**config.mk**
```make
export PLATFORM = sky130hd
export DESIGN_NAME = conv_enc_r12
export DESIGN_NICKNAME = d
export VERILOG_FILES = /design/src/rtl/cenc_pkg.sv /design/src/rtl/cenc_parity.sv /design/src/rtl/cenc_shift_reg.sv /design/src/rtl/cenc_tail_ctrl.sv /design/src/rtl/conv_enc_r12.sv
export SDC_FILE = /design/constraint.sdc
export NUM_CORES = 1
export LEC_CHECK = 0
export ABC_AREA = 1
export CAP_MARGIN = 5
export CORE_MARGIN = 2
export CORE_UTILIZATION = 50
export DETAILED_ROUTE_END_ITERATION = 12
export PLACE_DENSITY = 0.75
export SYNTH_ARGS = -nofsm -noshare
export SYNTH_HDL_FRONTEND = slang
export SYNTH_SLANG_ARGS = --single-unit
```
**constraint.sdc**
```tcl
create_clock -name clk_i -period 1.3 [get_ports clk_i]
set_input_delay 0.195 -clock clk_i [delete_from_list [all_inputs] [get_ports clk_i]]
set_output_delay 0.195 -clock clk_i [all_outputs]
set_load 0.05 [all_outputs]
```
**src/rtl/cenc_pkg.sv**
```systemverilog
package cenc_pkg;
  localparam int unsigned K_LEN   = 7;
  localparam int unsigned MEM_W   = K_LEN - 1;
  localparam int unsigned NUM_OUT = 2;
  // index 0 -> 133 octal, index 1 -> 171 octal; bit K_LEN-1 taps the current bit
  localparam logic [NUM_OUT-1:0][K_LEN-1:0] GEN_POLY = {7'o171, 7'o133};
endpackage

```
**src/rtl/cenc_parity.sv**
```systemverilog
module cenc_parity #(
  parameter int unsigned           WIN_W = 7,
  parameter logic [WIN_W-1:0]      POLY  = '1
) (
  input  logic [WIN_W-1:0] win_i,
  output logic             par_o
);
  assign par_o = ^(win_i & POLY);
endmodule

```
**src/rtl/cenc_shift_reg.sv**
```systemverilog
module cenc_shift_reg #(
  parameter int unsigned MEM_W = 6
) (
  input  logic             clk_i,
  input  logic             rst_ni,
  input  logic             en_i,
  input  logic             bit_i,
  output logic [MEM_W-1:0] state_o
);
  logic [MEM_W-1:0] state_q;

  // newest bit enters at the top, oldest leaves at bit 0
  always_ff @(posedge clk_i or negedge rst_ni) begin
    if (!rst_ni)   state_q <= '0;
    else if (en_i) state_q <= {bit_i, state_q[MEM_W-1:1]};
  end

  assign state_o = state_q;

  assert_hold_R5: assert property (@(posedge clk_i) disable iff (!rst_ni)
    !en_i |=> $stable(state_q));
endmodule

```
**src/rtl/cenc_tail_ctrl.sv**
```systemverilog
module cenc_tail_ctrl #(
  parameter int unsigned TAIL_LEN = 6
) (
  input  logic clk_i,
  input  logic rst_ni,
  input  logic flush_i,
  input  logic step_i,
  output logic tail_o,
  output logic done_o
);
  localparam int unsigned CNT_W = $clog2(TAIL_LEN + 1);
  localparam logic [CNT_W-1:0] LAST = CNT_W'(TAIL_LEN - 1);

  logic             tail_q, done_q;
  logic [CNT_W-1:0] cnt_q;

  always_ff @(posedge clk_i or negedge rst_ni) begin
    if (!rst_ni) begin
      tail_q <= 1'b0;
      cnt_q  <= '0;
      done_q <= 1'b0;
    end else begin
      done_q <= 1'b0;
      if (!tail_q) begin
        if (flush_i) begin
          tail_q <= 1'b1;
          cnt_q  <= '0;
        end
      end else if (step_i) begin
        if (cnt_q == LAST) begin
          tail_q <= 1'b0;
          done_q <= 1'b1;
        end else begin
          cnt_q <= cnt_q + 1'b1;
        end
      end
    end
  end

  assign tail_o = tail_q;
  assign done_o = done_q;

  assert_tail_start_R7: assert property (@(posedge clk_i) disable iff (!rst_ni)
    $rose(tail_q) |-> $past(flush_i));
  assert_done_pulse_R8: assert property (@(posedge clk_i) disable iff (!rst_ni)
    done_q |=> !done_q);
  assert_done_after_tail_R8: assert property (@(posedge clk_i) disable iff (!rst_ni)
    done_q |-> $fell(tail_q));
endmodule

```
**src/rtl/conv_enc_r12.sv**
```systemverilog
module conv_enc_r12
  import cenc_pkg::*;
(
  input  logic               clk_i,
  input  logic               rst_ni,
  input  logic               in_valid_i,
  input  logic               in_bit_i,
  output logic               in_ready_o,
  input  logic               flush_i,
  output logic               out_valid_o,
  output logic [NUM_OUT-1:0] out_sym_o,
  input  logic               out_ready_i,
  output logic               done_o
);
  logic             tail_active, advance, data_fire, eff_bit;
  logic [MEM_W-1:0] state_q;
  logic [K_LEN-1:0] window;

  assign in_ready_o  = out_ready_i & ~tail_active & ~flush_i;
  assign data_fire   = in_valid_i & in_ready_o;
  assign out_valid_o = tail_active | (in_valid_i & ~flush_i);
  assign advance     = out_valid_o & out_ready_i;
  assign eff_bit     = tail_active ? 1'b0 : in_bit_i;
  assign window      = {eff_bit, state_q};

  cenc_shift_reg #(.MEM_W(MEM_W)) u_mem (
    .clk_i  (clk_i),
    .rst_ni (rst_ni),
    .en_i   (advance),
    .bit_i  (eff_bit),
    .state_o(state_q)
  );

  for (genvar g = 0; g < NUM_OUT; g++) begin : g_par
    cenc_parity #(.WIN_W(K_LEN), .POLY(GEN_POLY[g])) u_par (
      .win_i(window),
      .par_o(out_sym_o[g])
    );
  end

  cenc_tail_ctrl #(.TAIL_LEN(MEM_W)) u_tail (
    .clk_i  (clk_i),
    .rst_ni (rst_ni),
    .flush_i(flush_i),
    .step_i (tail_active & out_ready_i),
    .tail_o (tail_active),
    .done_o (done_o)
  );

  assert_shift_R2: assert property (@(posedge clk_i) disable iff (!rst_ni)
    data_fire |=> state_q == {$past(in_bit_i), $past(state_q[MEM_W-1:1])});
  assert_stall_R6: assert property (@(posedge clk_i) disable iff (!rst_ni)
    (out_valid_o && !out_ready_i) |=> $stable(state_q));
  assert_no_out_R5: assert property (@(posedge clk_i) disable iff (!rst_ni)
    (!in_valid_i && !tail_active) |-> !out_valid_o);
  assert_done_zero_R8: assert property (@(posedge clk_i) disable iff (!rst_ni)
    done_o |-> state_q == '0);
endmodule

```
# After elaboration in Yosys (flattened, before gate mapping)
# Index checks and enable logic that the tools add are counted.
[totals]
elab_cells = 32
reg_bits = 11
[op_classes]
bitwise_logic = 8
n_addsub = 1
n_eq_ne = 3
reduce_logical = 4
muxes = 12
[op_table]
columns = ["operator", "count"]
rows = [
  ["7-bit XOR reduction", 2],
  ["3-bit 2-to-1 mux", 4],
  ["1-bit 2-to-1 mux", 8],
  ["1-bit bitwise AND", 5],
  ["3-bit by 1-bit adder with 3-bit output, second input constant", 1],
  ["3-bit equality test, second input constant", 1],
  ["3-bit AND reduction", 1],
  ["2-bit by 1-bit inequality test with 1-bit output, second input constant", 1],
  ["2-bit inequality test, second input constant", 1],
  ["1-bit inverter", 2],
  ["2-bit nonzero test", 1],
  ["1-bit bitwise OR", 1],
]

# Depth between registers and ports, before layout
[logic_depth]
depth_word = 4
depth_mapped = 8
mapped_depth_nobuf = 7

# Hierarchy
# A second synthesis with hierarchy kept.
[unflattened]
cells_unflattened = 100
area_unflattened_um2 = 671.9
[by_module_without_submodules]
columns = ["mod", "seq_area_each_um2", "n_inst", "area_per_inst_um2", "cells_per_inst"]
rows = [
  ["cenc_tail_ctrl", 125.1, 1, 267.8, 35],
  ["cenc_shift_reg", 150.1, 1, 221.5, 25],
  ["cenc_parity at g_par[1].u_par", 0.0, 1, 70.1, 15],
  ["cenc_parity at g_par[0].u_par", 0.0, 1, 65.1, 14],
  ["conv_enc_r12", 0.0, 1, 47.5, 11],
]

# Worst setup path before layout
# No wires, ideal clock.
[synth_timing]
path_type = "register to output"
from = "reg u_tail.tail_q, in the netlist u_tail.tail_o"
to = "out in_ready_o"
arrival_time_ps = 1256
setup_slack_ps = -151
stages_incl_launch_ff = 4
path_buffers = 0
cell_sequence = "dfrtp_1 inv_2 nand2_1 nor2_1"
[synth_between]
elab_chain_cells = 3
[synth_lines]
columns = ["element", "line", "source"]
rows = [
  ["start: declaration", "cenc_tail_ctrl.sv:14", "logic tail_q, done_q;"],
  ["start signal: assignment", "cenc_tail_ctrl.sv:19", "tail_q <= 1'b0;"],
  ["start signal: assignment", "cenc_tail_ctrl.sv:26", "tail_q <= 1'b1;"],
  ["start signal: assignment", "cenc_tail_ctrl.sv:31", "tail_q <= 1'b0;"],
  ["1-bit inverter", "conv_enc_r12.sv:19", "assign in_ready_o = out_ready_i & ~tail_active & ~flush_i;"],
  ["1-bit bitwise AND (2 in series)", "conv_enc_r12.sv:19", ""],
  ["end: declaration", "conv_enc_r12.sv:8", "output logic in_ready_o,"],
]
# Every way passes these cells.

# Worst setup path in the final report
[layout_timing]
from = "reg u_tail.tail_q, in the netlist u_tail.tail_o"
to = "out out_sym_o[1]"
[layout_between]
elab_chain_cells = 2
[layout_lines]
columns = ["element", "line", "source"]
rows = [
  ["1-bit 2-to-1 mux", "conv_enc_r12.sv:23", "assign eff_bit = tail_active ? 1'b0 : in_bit_i;"],
  ["7-bit XOR reduction", "cenc_parity.sv:8", "assign par_o = ^(win_i & POLY);"],
  ["end: declaration", "conv_enc_r12.sv:11", "output logic [NUM_OUT-1:0] out_sym_o,"],
]
# Every way passes these cells.

==> flow_summary.yaml <==
routing:
  wl_per_cell_um: 10.20
  ant_nets: 0
  dr_total_vias: 617
  drc: 0
  drt_iter0_drc: 6
  vias_per_cell: 4.858
  routed_wirelength_um: 1296
  first_pass_iters: 4
grt:
  busiest_layer: "met2"
  grt_use_met2_pct: 33.33
  first_global_vias: 579
  use_met1_pct: 25.60
  grt_usage_pct: 20.27
  grt_max_degree: 12
  grt_pass1_wl_um: 2187
  grtUsageMet3_pct: 4.891
  antenna_found_initial: 0
  grt_overflow: 0
setup_path:
  slowest_delay_ns: 0.41
  crit_path_max_fanout: 4
  crit_buf_inv: 2
  cp_data_arrival_time_ns: 1.29
  critical_path_required_ns: 1.11
  crit_chain: "inv_2, nand2_2, nand3_1, nand2_1, nand2_1, nand2_2, buf_12"
  start_kind: "register"
  cpMaxStageDelayCell: "dfrtp_1"
  path_class: "reg2out"
  crit_family: "flip-flops"
  crit_path_end_kind: "primary output"
floorplan:
  initial_utilization_pct: 52.39
  rows: 13
  dieArea_um2: 1656
  die_h_um: 40.69
  die_x_um: 40.69
  io_pins: 11
  core_um2: 1285
timing:
  rsz0062_at_grt: "true"
  finalWorstSetupSlack_ns: -0.1836
  hold_slack_ns: 0.2155
  slew_violations: 0
  finalHoldViolCount: 0
  max_freq_ghz: 0.6740
  worstMarginPinSlew_ns: 0.1773
  fin_worst_skew_ns: 0.008919
  setup_viol_count_final: 4
  fin_crit_ns: 1.484
  slew_headroom_pct: 88.18
  setup_tns_ns: -0.5199
  period_share_pct: 114.1
finish:
  antennaDiodeCount: 0
  fill_cells: 90
  nets: 121
  final_core_util_pct: 74.78
  stdcell_area_um2: 960.9
  stdcell_count: 127
  final_cell_mix: "nand2_1 (23), buf_4 (11), dfrtp_1 (11)"
  syn_to_final_growth_pct: 42.75
  layout_commonest_cell: "nand2_1"
  drive_gt1_share_pct: 40.18
synthesis:
  avgSynthCellArea_um2: 7.479
  mappedNetlistArea_um2: 673.1
  ys_seq_area_share_pct: 40.89
  synth_top_cell_area_share_pct: 40.89
  synth_cells: 90
  ys_ff_latch: 11
  synthTopCellsByArea: "dfrtp_1 (41%), nand2_1 (18%), nand3_1 (7.4%), inv_1 (7.2%), o21ai_2 (6.5%)"
  yosys_warnings: 0
  synth_cell_type_count: 15
  synth_nets: 98
  synth.largest_area_cell: "dfrtp_1"
job:
  maxCapViolations: 0
pwr:
  pwr-share-comb_pct: 59.7
  power_frac_clock_pct: 12.3
  intPower_mw: 1.068
  p_sw_share_pct: 42.98
  p_per_area_nw_per_um2: 1950
  seq_power_share_pct: 28.0
  leakage_nw: 0.4901
  p_total_mw: 1.873
  net-switching-power_uw: 805.3
  peakVddDrop_mv: 1.345
placed_design:
  dp.cells: 117
  dp_hpwl_um: 949.7
  dpl_cell_area_um2: 855.8
  place_congestion: 0.7421
  post-place-ws_ns: -0.1537
  io_buffer_count: 10
cts:
  cts_made_buffers: 3
  clockBufferDepth: 2
  clk_pin_slew_ns: 0.08
  cts_root_buffer: "clkbuf_4"
  cts.htree.levels: 1
  clk_latency_ns: 0.26
  hold_buffers: 0
  cts_tree: "yes"
  cts_sinks: 11
worst_hold_path:
  holdCritPathClass: "in2async"
status:
  violations: "setup timing"
  status: "complete, but fails checks"
cell families after synthesis:
logic type,count (synthesis),synth area share [%]
AND/OR/NAND/NOR,51,34.20
buffers and inverters,17,11.71
flip-flops,11,40.89
AO/OA/AOI/OAI,9,9.478
adder cells (fa/ha/maj),2,3.717
state kept, by name, indices dropped and copies added, names as in the netlist:
name and count:
u_tail.cnt_q 3, u_mem.state_o 6, u_tail.done_o 1, u_tail.tail_o 1
power groups by stage:
| stage | Clock (mW) | Combinational (mW) | Sequential [mW] |
|---|---|---|---|
| floorplan | 0 | 0.678 | 0.523 |
| global route | 0.260 | 1.23 | 0.544 |
| global placement | 0 | 0.992 | 0.520 |
| detailed placement | 0 | 1.02 | 0.524 |
| finish | 0.230 | 1.12 | 0.524 |
| CTS | 0.236 | 1.11 | 0.523 |
final timing paths:
path	start	end	slack, ns	depth (start not counted)
max	u_tail.tail_o$_DFF_PN0_	out_sym_o[1]	-0.18	7
min	rst_ni	u_tail.tail_o$_DFF_PN0_	0.22	2
max reg2reg	u_tail.cnt_q[0]$_DFFE_PN0P_	u_tail.cnt_q[1]$_DFFE_PN0P_	0.15	3
min reg2reg	u_mem.state_o[2]$_DFFE_PN0P_	u_mem.state_o[2]$_DFFE_PN0P_	0.51	2
max in group asynchronous	rst_ni	u_tail.cnt_q[1]$_DFFE_PN0P_	0.93	2
min in group clk_i	u_mem.state_o[2]$_DFFE_PN0P_	u_mem.state_o[2]$_DFFE_PN0P_	0.51	2
cells in the mapped netlist, drive strengths merged:
library cell / count
dfrtp: 11
nor2: 3
or2: 2
inv: 14
nand3: 11
o21ai: 8
buf: 3
nand2: 35
a21oi: 1
ha: 2
routing by layer:
| layer | wire length (um) | share of wire, % |
|---|---|---|
| met4 | 7 | 0.54 |
| met1 | 570 | 44 |
| met2 | 671 | 52 |
| met3 | 47 | 3.6 |
| met5 | 0 | 0 |
timing repair:
item | in CTS | in global routing
setup endpoints to repair | 4 | 4
pin swaps | 4 | 2
resized for setup | 14 | 4
setup buffers | 5 | 1
final cells by class:
class	instances	area (um2)	area share, %
multi-input combinational	62	356.6	37.11
sequential	11	275.3	28.65
timing repair buffer	21	231.5	24.09
inverter	14	52.55	5.469
clock buffer	4	26.28	2.734
tap	15	18.77	1.953
(Power assumes the default switching activity.)
